### src/rtl/klc_pkg.sv
package klc_pkg;
  localparam int unsigned DATA_W   = 32;
  localparam int unsigned LOCK_BIT = DATA_W - 1;
  typedef logic [DATA_W-1:0] word_t;
  typedef enum logic [1:0] {
    SEQ_IDLE  = 2'd0,
    SEQ_ARMED = 2'd1,
    SEQ_DEAD  = 2'd2
  } seq_state_e;
endpackage

### src/rtl/klc_addr_dec.sv
module klc_addr_dec
  import klc_pkg::*;
#(
  parameter int unsigned ADDR_W   = 4,
  parameter int unsigned FIELD_W  = 16,
  parameter logic [ADDR_W-1:0] KEY_ADDR  = 4'h4,
  parameter logic [ADDR_W-1:0] CTRL_ADDR = 4'h8
) (
  input  logic              we_i,
  input  logic [ADDR_W-1:0] addr_i,
  input  logic              lock_i,
  input  logic [FIELD_W-1:0] field_i,
  output logic              key_we_o,
  output logic              ctrl_we_o,
  output word_t             rdata_o
);
  localparam int unsigned PAD_W = DATA_W - 1 - FIELD_W;

  assign key_we_o  = we_i && (addr_i == KEY_ADDR);
  assign ctrl_we_o = we_i && (addr_i == CTRL_ADDR);

  always_comb begin
    rdata_o = '0;
    if (addr_i == CTRL_ADDR) rdata_o = {lock_i, {PAD_W{1'b0}}, field_i};
  end
endmodule

### src/rtl/klc_key_seq.sv
module klc_key_seq
  import klc_pkg::*;
#(
  parameter word_t KEY_A = 32'h4567_0123,
  parameter word_t KEY_B = 32'hCDEF_89AB
) (
  input  logic  clk_i,
  input  logic  rst_ni,
  input  logic  key_we_i,
  input  word_t key_data_i,
  input  logic  lock_i,
  output logic  unlock_o,
  output logic  fault_o,
  output logic  hard_o
);
  seq_state_e state_q, state_d;

  always_comb begin
    state_d  = state_q;
    unlock_o = 1'b0;
    fault_o  = 1'b0;
    if (key_we_i) begin
      unique case (state_q)
        SEQ_DEAD: fault_o = 1'b1;
        SEQ_IDLE: begin
          if (lock_i) begin
            if (key_data_i == KEY_A) state_d = SEQ_ARMED;
            else begin
              fault_o = 1'b1;
              state_d = SEQ_DEAD;
            end
          end
        end
        SEQ_ARMED: begin
          if (lock_i) begin
            if (key_data_i == KEY_B) begin
              unlock_o = 1'b1;
              state_d  = SEQ_IDLE;
            end else begin
              fault_o = 1'b1;
              state_d = SEQ_DEAD;
            end
          end
        end
        default: state_d = SEQ_DEAD;
      endcase
    end
  end

  always_ff @(posedge clk_i or negedge rst_ni) begin
    if (!rst_ni) state_q <= SEQ_IDLE;
    else         state_q <= state_d;
  end

  assign hard_o = (state_q == SEQ_DEAD);

  // hard lock never leaves without reset
  a_r4_dead_sticky: assert property (@(posedge clk_i) disable iff (!rst_ni)
    hard_o |=> hard_o);
  // a fault always lands in the hard lock
  a_r3_fault_to_dead: assert property (@(posedge clk_i) disable iff (!rst_ni)
    fault_o |=> hard_o);
  // an unlock never comes from the hard lock
  a_r2_unlock_not_dead: assert property (@(posedge clk_i) disable iff (!rst_ni)
    unlock_o |-> !hard_o);
endmodule

### src/rtl/klc_ctrl_reg.sv
module klc_ctrl_reg
  import klc_pkg::*;
#(
  parameter int unsigned FIELD_W = 16
) (
  input  logic               clk_i,
  input  logic               rst_ni,
  input  logic               ctrl_we_i,
  input  word_t              wdata_i,
  input  logic               unlock_i,
  output logic               lock_o,
  output logic [FIELD_W-1:0] field_o
);
  logic               lock_q;
  logic [FIELD_W-1:0] field_q;

  always_ff @(posedge clk_i or negedge rst_ni) begin
    if (!rst_ni) begin
      lock_q  <= 1'b1;
      field_q <= '0;
    end else if (unlock_i) begin
      lock_q <= 1'b0;
    end else if (ctrl_we_i && !lock_q) begin
      lock_q  <= wdata_i[LOCK_BIT];
      field_q <= wdata_i[FIELD_W-1:0];
    end
  end

  assign lock_o  = lock_q;
  assign field_o = field_q;

  // fields frozen while locked
  a_r8_field_frozen: assert property (@(posedge clk_i) disable iff (!rst_ni)
    lock_q |=> $stable(field_q));
  // writing the lock bit closes the register
  a_r7_relock: assert property (@(posedge clk_i) disable iff (!rst_ni)
    (ctrl_we_i && wdata_i[LOCK_BIT]) |=> lock_q);
endmodule

### src/rtl/key_lock_ctrl.sv
module key_lock_ctrl
  import klc_pkg::*;
#(
  parameter int unsigned ADDR_W  = 4,
  parameter int unsigned FIELD_W = 16,
  parameter logic [ADDR_W-1:0] KEY_ADDR  = 4'h4,
  parameter logic [ADDR_W-1:0] CTRL_ADDR = 4'h8,
  parameter logic [31:0] KEY_A = 32'h4567_0123,
  parameter logic [31:0] KEY_B = 32'hCDEF_89AB
) (
  input  logic              clk_i,
  input  logic              rst_ni,
  input  logic              we_i,
  input  logic [ADDR_W-1:0] addr_i,
  input  logic [31:0]       wdata_i,
  output logic [31:0]       rdata_o,
  output logic              err_o,
  output logic              locked_o
);
  logic               key_we, ctrl_we, unlock, fault, hard, lock;
  logic [FIELD_W-1:0] field;

  klc_addr_dec #(
    .ADDR_W(ADDR_W), .FIELD_W(FIELD_W),
    .KEY_ADDR(KEY_ADDR), .CTRL_ADDR(CTRL_ADDR)
  ) u_dec (
    .we_i(we_i), .addr_i(addr_i), .lock_i(lock), .field_i(field),
    .key_we_o(key_we), .ctrl_we_o(ctrl_we), .rdata_o(rdata_o)
  );

  klc_key_seq #(.KEY_A(KEY_A), .KEY_B(KEY_B)) u_seq (
    .clk_i(clk_i), .rst_ni(rst_ni), .key_we_i(key_we), .key_data_i(wdata_i),
    .lock_i(lock), .unlock_o(unlock), .fault_o(fault), .hard_o(hard)
  );

  klc_ctrl_reg #(.FIELD_W(FIELD_W)) u_ctrl (
    .clk_i(clk_i), .rst_ni(rst_ni), .ctrl_we_i(ctrl_we), .wdata_i(wdata_i),
    .unlock_i(unlock), .lock_o(lock), .field_o(field)
  );

  assign err_o    = fault;
  assign locked_o = lock;

  // hard lock keeps the register closed
  a_r4_hard_keeps_lock: assert property (@(posedge clk_i) disable iff (!rst_ni)
    hard |-> lock);
  // lock only drops right after a second-key write
  a_r2_fall_after_key_b: assert property (@(posedge clk_i) disable iff (!rst_ni)
    $fell(lock) |-> $past(key_we && (wdata_i == KEY_B)));
  // key writes while open never fault
  a_r9_no_err_open: assert property (@(posedge clk_i) disable iff (!rst_ni)
    (key_we && !lock) |-> !err_o);
endmodule

### config.mk
export PLATFORM = sky130hd
export DESIGN_NAME = key_lock_ctrl
export DESIGN_NICKNAME = d
export VERILOG_FILES = /design/src/rtl/klc_pkg.sv /design/src/rtl/klc_addr_dec.sv /design/src/rtl/klc_key_seq.sv /design/src/rtl/klc_ctrl_reg.sv /design/src/rtl/key_lock_ctrl.sv
export SDC_FILE = /design/constraint.sdc
export NUM_CORES = 1
export LEC_CHECK = 0
export BUFFER_PORTS_ARGS = -buffer_cell sky130_fd_sc_hd__buf_2
export CAP_MARGIN = 20
export CORE_UTILIZATION = 40
export CTS_CLUSTER_DIAMETER = 30
export DETAILED_ROUTE_END_ITERATION = 8
export PLACE_DENSITY = 0.75
export REMOVE_ABC_BUFFERS = 1
export SLEW_MARGIN = 10
export SYNTH_ARGS = -nofsm -noshare
export SYNTH_HDL_FRONTEND = slang
export SYNTH_HIERARCHICAL = 1
export SYNTH_SLANG_ARGS = --single-unit
export TNS_END_PERCENT = 10
### constraint.sdc
create_clock -name clk_i -period 2.3 [get_ports clk_i]
set_input_delay 0.115 -clock clk_i [delete_from_list [all_inputs] [get_ports clk_i]]
set_output_delay 0.115 -clock clk_i [all_outputs]
set_load 0.05 [all_outputs]
* Word level (Yosys, flattened, before mapping) *
Cells that the tools add are included.
Widths: inputs -> output; s select.

storage, ports and cells
  register bits = 19
  output and inout port bits = 34
  word-level logic and storage cells = 39

operators by class
  equality and inequality tests = 8
  mux-type cells = 18
  bitwise gates (word level) = 2
  reductions and logical operators = 8

operators by type and width
  cell                  number
  $eq 32x31->1 const B  1
  $eq 32x32->1 const B  1
  $mux 32               1
  $mux 1                11
  $mux 2                4
  $pmux 2 s3            1
  $eq 4x3->1 const B    1
  $eq 4x4->1 const B    1
  $ne 2x1->1 const B    2
  $reduce_and 4->1      1
  $logic_and 1x1->1     3
  $pmux 1 s3            1
  $eq 2x1->1 const B    1
  $eq 2x2->1 const B    1
  $logic_not 2->1       1
  $not 1->1             2
  $reduce_and 2->1      1
  $reduce_bool 2->1     1
  $logic_not 1->1       1

* Depth between registers and ports, before layout *
  word-level depth = 7
  gate-level depth with buffers = 8
  depth with buffers taken out = 7

* Hierarchy *
Netlist, hierarchy kept.

by module, submodules not included
  module        instances  cells an instance  area each (um^2)  seq. area each (um^2)
  klc_ctrl_reg  1          37                 649.4             426.7
  klc_addr_dec  1          38                 291.5             0.0
  klc_key_seq   1          28                 264.0             50.0

* Worst setup path before layout *
Ideal clock, no wire load.

  path type = reg2reg
  start point = reg u_ctrl.lock_q (netlist: u_ctrl/lock_o)
  end point = reg u_ctrl.field_q[0] (netlist: u_ctrl/field_o[0])
  library setup time = 0.125 ns
  arrival = 1.693 ns
  required time = 2.175 ns
  setup slack = 0.483 ns
  cell stages (with the launch flop) = 7
  buffers on the path = 1
  clock period less this slack = 1.817 ns
  path through = dfstp_2 nand2_1 nor2_1 and4_1 nor3b_4 buf_8 mux2_2

between the ends
  cells in the longest elaborated chain, start to end = 5

ends and longest elaborated chain
  item                               line                 text
  from (decl)                        klc_ctrl_reg.sv:14   logic lock_q;
  from (signal assigned)             klc_ctrl_reg.sv:24   lock_q <= wdata_i[LOCK_BIT];
  $mux 1                             klc_key_seq.sv:35    if (lock_i) begin
  $mux 1                             klc_key_seq.sv:23    unique case (state_q)
  $mux 1                             klc_key_seq.sv:22    if (key_we_i) begin
  net unlock                         key_lock_ctrl.sv:20  logic key_we, ctrl_we, unlock, fault, hard, lock;
  $not 1->1 (no source line)         -
  $reduce_and 2->1 (no source line)  -
  to (signal assigned)               klc_ctrl_reg.sv:25   field_q <= wdata_i[FIELD_W-1:0];
  to (decl)                          klc_ctrl_reg.sv:15   logic [FIELD_W-1:0] field_q;

The timed path passes the listed nets, and every way through them passes these cells.
A chain may end at the register's enable or synchronous reset.

* Final worst setup path *
  start point = reg u_seq.state_q[0]
  end point = reg u_ctrl.field_q[9] (netlist: u_ctrl/field_o[9])

between the ends
  cells in the longest elaborated chain, start to end = 5

ends and longest elaborated chain
  item                               line                 text
  from (decl)                        klc_key_seq.sv:16    seq_state_e state_q, state_d;
  from (signal assigned)             klc_key_seq.sv:52    else state_q <= state_d;
  $eq 2x1->1                         klc_key_seq.sv:23
  $mux 1                             klc_key_seq.sv:23
  $mux 1                             klc_key_seq.sv:22
  net unlock                         key_lock_ctrl.sv:20
  $not 1->1 (no source line)         -
  $reduce_and 2->1 (no source line)  -

The timed path passes the listed nets, and every way through them passes these cells.

==> flow_summary.ini <==
[outcome]
outcome = finished, violations left
failed_checks = design-rule violations

[timing]
clock-skew-final_ns = 0.00923
timing_max_transition_violations_final = 0
final_setup_violating_endpoints = 0
fin_setup_tns_ns = 0
final.period_utilization_pct = 89.4
rsz_0062_raised_after_global_routing = false
final_period_minus_worst_setup_slack_ns = 2.06
worst_slew_margin_rel_pct = 44.9
final_hold_viol_count = 0
max_freq_mhz = 486
worst_pin_slew_ns = 0.826

[setup_path]
worstPathMaxFanout = 16
critical_path_arrival_ns = 2.24
critical_path_required_ns = 2.49
setup.worst_path.start = u_seq/state_q[0]
setup.worst_path.class = reg -> reg
worst_r2r_startpoint = u_seq/state_q[0]
worstRegToRegCells = 5
startpoint_type = flop
end_kind = flop
timing.reg2reg.setup_slack_ns = 0.24

[synthesis]
yosys_warnings = 6
yosys-top-cells-area = sky130_fd_sc_hd__dfrtp_1, sky130_fd_sc_hd__mux2_2, sky130_fd_sc_hd__buf_4, sky130_fd_sc_hd__and2_2, sky130_fd_sc_hd__nor4_4
syn_area_um2 = 1200
yosys.area.top_type_share_pct = 37.4
postSynth.topFlopCell = sky130_fd_sc_hd__dfrtp_1
number_of_enable_flip_flop_cells_after_synthesis = 0
synth_area_per_cell_um2 = 11.7
synthesized_instance_count = 103
synth-async-reset-ratio_pct = 100
yosysUniqueCellTypes = 31
synth.ff_latch_count = 19
synth-seq-area-share_pct = 39.6
synth_top_area_cell = sky130_fd_sc_hd__dfrtp_1

[clock_network]
tritoncts.num_buffers = 3
cts-root-to-sink-buffers = 2
postCtsResizedCells = 0
clk_root_buffer_cell = sky130_fd_sc_hd__clkbuf_4
clock_sinks = 19
tritoncts = done
htreeDepth = 1
worst_skew_pair.late_latency_ns = 0.30
cts.clk_slew.worst_paths_ns = 0.12

[worst_hold_path]
worst_hold_stages = 2
worstHoldStart = wdata_i[10]
hold_class = in -> reg

[grt]
globalRouteOverflowTotal = 0
gr-usage-all-layers_pct = 15.8
grt_max_degree = 20
grt_pass1_vias = 883
grt_antenna_before_repair = 0
grt_pass1_wl_um = 3900

[detailed_routing]
detailroute.via_count = 961
met3_length_um = 247
drc_errors = 11
top_signal_layer_used = met4
first_pass_iters = 6
wirelength_um = 2400
met2WireLength_um = 1130
routed_wire_length_per_instance_um = 12.3
first_iter_violations = 20
routedLengthMet1_um = 1010
final_ant_viol_nets = 0
vias_per_cell = 4.93

[finish]
fillerInstances = 271
num-nets-final = 204
flow.area_growth_from_synthesis_pct = 24.1
share_of_layout_cells_above_drive_strength_1_pct = 61.0
antenna_cells = 0

[place]
numPortBuffers = 57
gp_weighted_congestion = 0.729

[power]
report.power.total_w = 0.000920
p_leak_nw = 0.784
power.ir.vdd_worst_mv = 0.420
p_per_area_nw_per_um2 = 615

[die]
design.core.area_um2 = 2810
placementRows = 19
initial_core_util_pct = 43.0
pin_count = 73
dieHeight_um = 56.9
die-area_um2 = 3240
die_span_in_x_um = 56.9

[run]
drv_cap = 0
[synthesized netlist by cell type (2+ instances only)]
cell type                  instances
sky130_fd_sc_hd__and2_1            4
sky130_fd_sc_hd__and2_2           14
sky130_fd_sc_hd__nor4_4            2
sky130_fd_sc_hd__nand2_1           5
sky130_fd_sc_hd__nand4_1           2
sky130_fd_sc_hd__nand4b_1          2
sky130_fd_sc_hd__or4bb_1           2
sky130_fd_sc_hd__buf_4            15
sky130_fd_sc_hd__mux2_2           16
sky130_fd_sc_hd__dfrtp_1          18
sky130_fd_sc_hd__nor2_1            3
[logic make-up (layout without fill, tap and decap cells)]
| group | count (synthesis) | in the layout | synth area share, % |
|---|---|---|---|
| simple gates | 45 | 45 | 30.3 |
| flops | 19 | 19 | 39.6 |
| buf+inv | 17 | 64 | 11.5 |
| mux | 16 | 16 | 15.0 |
| compound gates | 5 | 5 | 3.32 |
| other cells | 1 | 15 | 0.311 |
[layer usage]
metal,global-route usage [%],up-vias
met3,3.69,4
li1,-,459
met5,0,-
met1,20.1,435
met2,26.4,63
met4,5.23,0
[worst max-delay path, stage by stage (launching register included)]
cell and delay, ns:
sky130_fd_sc_hd__dfrtp_1 0.45, sky130_fd_sc_hd__nand2_1 0.08, sky130_fd_sc_hd__nor3_1 0.06, sky130_fd_sc_hd__and4_1 0.22, sky130_fd_sc_hd__nor3b_4 0.72, sky130_fd_sc_hd__mux2_2 0.42
[registers in the layout (all words and copies together) (netlist names)]
register / flops
u_seq/state_q: 2
u_ctrl/field_o: 16
u_ctrl/lock_o: 1
[metrics by stage]
step                      cells  instance area [um2]  util, %  hold slack [ns]  setup WS [ns]
after detailed placement    190                 1460     52.0           0.0779          0.235
after global placement      190                 1460     52.0           0.0671          0.363
after global routing        195                 1500     53.3           0.0399          0.149
after floorplan             100                 1120        -           -0.181          0.457
final                       195                 1500     53.3           0.0532          0.243
after CTS                   195                 1500     53.3           0.0454          0.227
[cell usage in the layout, fill, tap and decap left out, types with 2 or more instances in the layout]
cell	Yosys	layout
sky130_fd_sc_hd__nand4_1	2	2
sky130_fd_sc_hd__nor4_4	2	2
sky130_fd_sc_hd__clkbuf_4	0	3
sky130_fd_sc_hd__nor2_1	3	3
sky130_fd_sc_hd__or4bb_1	2	2
sky130_fd_sc_hd__buf_4	15	2
sky130_fd_sc_hd__dfrtp_1	18	18
sky130_fd_sc_hd__mux2_2	16	16
sky130_fd_sc_hd__conb_1	1	15
sky130_fd_sc_hd__buf_2	0	57
sky130_fd_sc_hd__and2_2	14	14
sky130_fd_sc_hd__nand2_1	5	5
sky130_fd_sc_hd__and2_1	4	4
sky130_fd_sc_hd__nand4b_1	2	2
[area by class of cell]
type,instances,area [um2],area share (%)
Multi-Input combinational cell,81,642,42.9
Sequential cell,19,477,31.9
Timing Repair Buffer,60,310,20.8
Tap cell,31,38.8,2.59
Clock buffer,3,22.5,1.51
Clock inverter,1,5.00,0.335
[where the power goes]
group / total [W] / switching, W / internal [W] / leakage (nW)
combinational: 0.000273 / 0.000160 / 0.000113 / 0.529
sequential: 0.000476 / 0.0000494 / 0.000426 / 0.237
clock: 0.000171 / 0.000107 / 0.0000648 / 0.0177
[path summary, 6_finish.rpt]
check                                     end
setup / recovery            u_ctrl/field_o[9]
hold / removal             u_ctrl/field_o[10]
setup reg to reg            u_ctrl/field_o[9]
hold reg to reg             u_ctrl/field_o[8]
max in group asynchronous       u_ctrl/lock_o
min in group asynchronous   u_ctrl/field_o[6]
[what timing repair did]
item | CTS | global route
endpoints found under the hold margin | 18 | 0
setup buffers | 0 | 0
hold buffers | 1 | 0
endpoints found under the setup margin | 0 | 0
No activity file was read; power rests on OpenSTA's default activity.
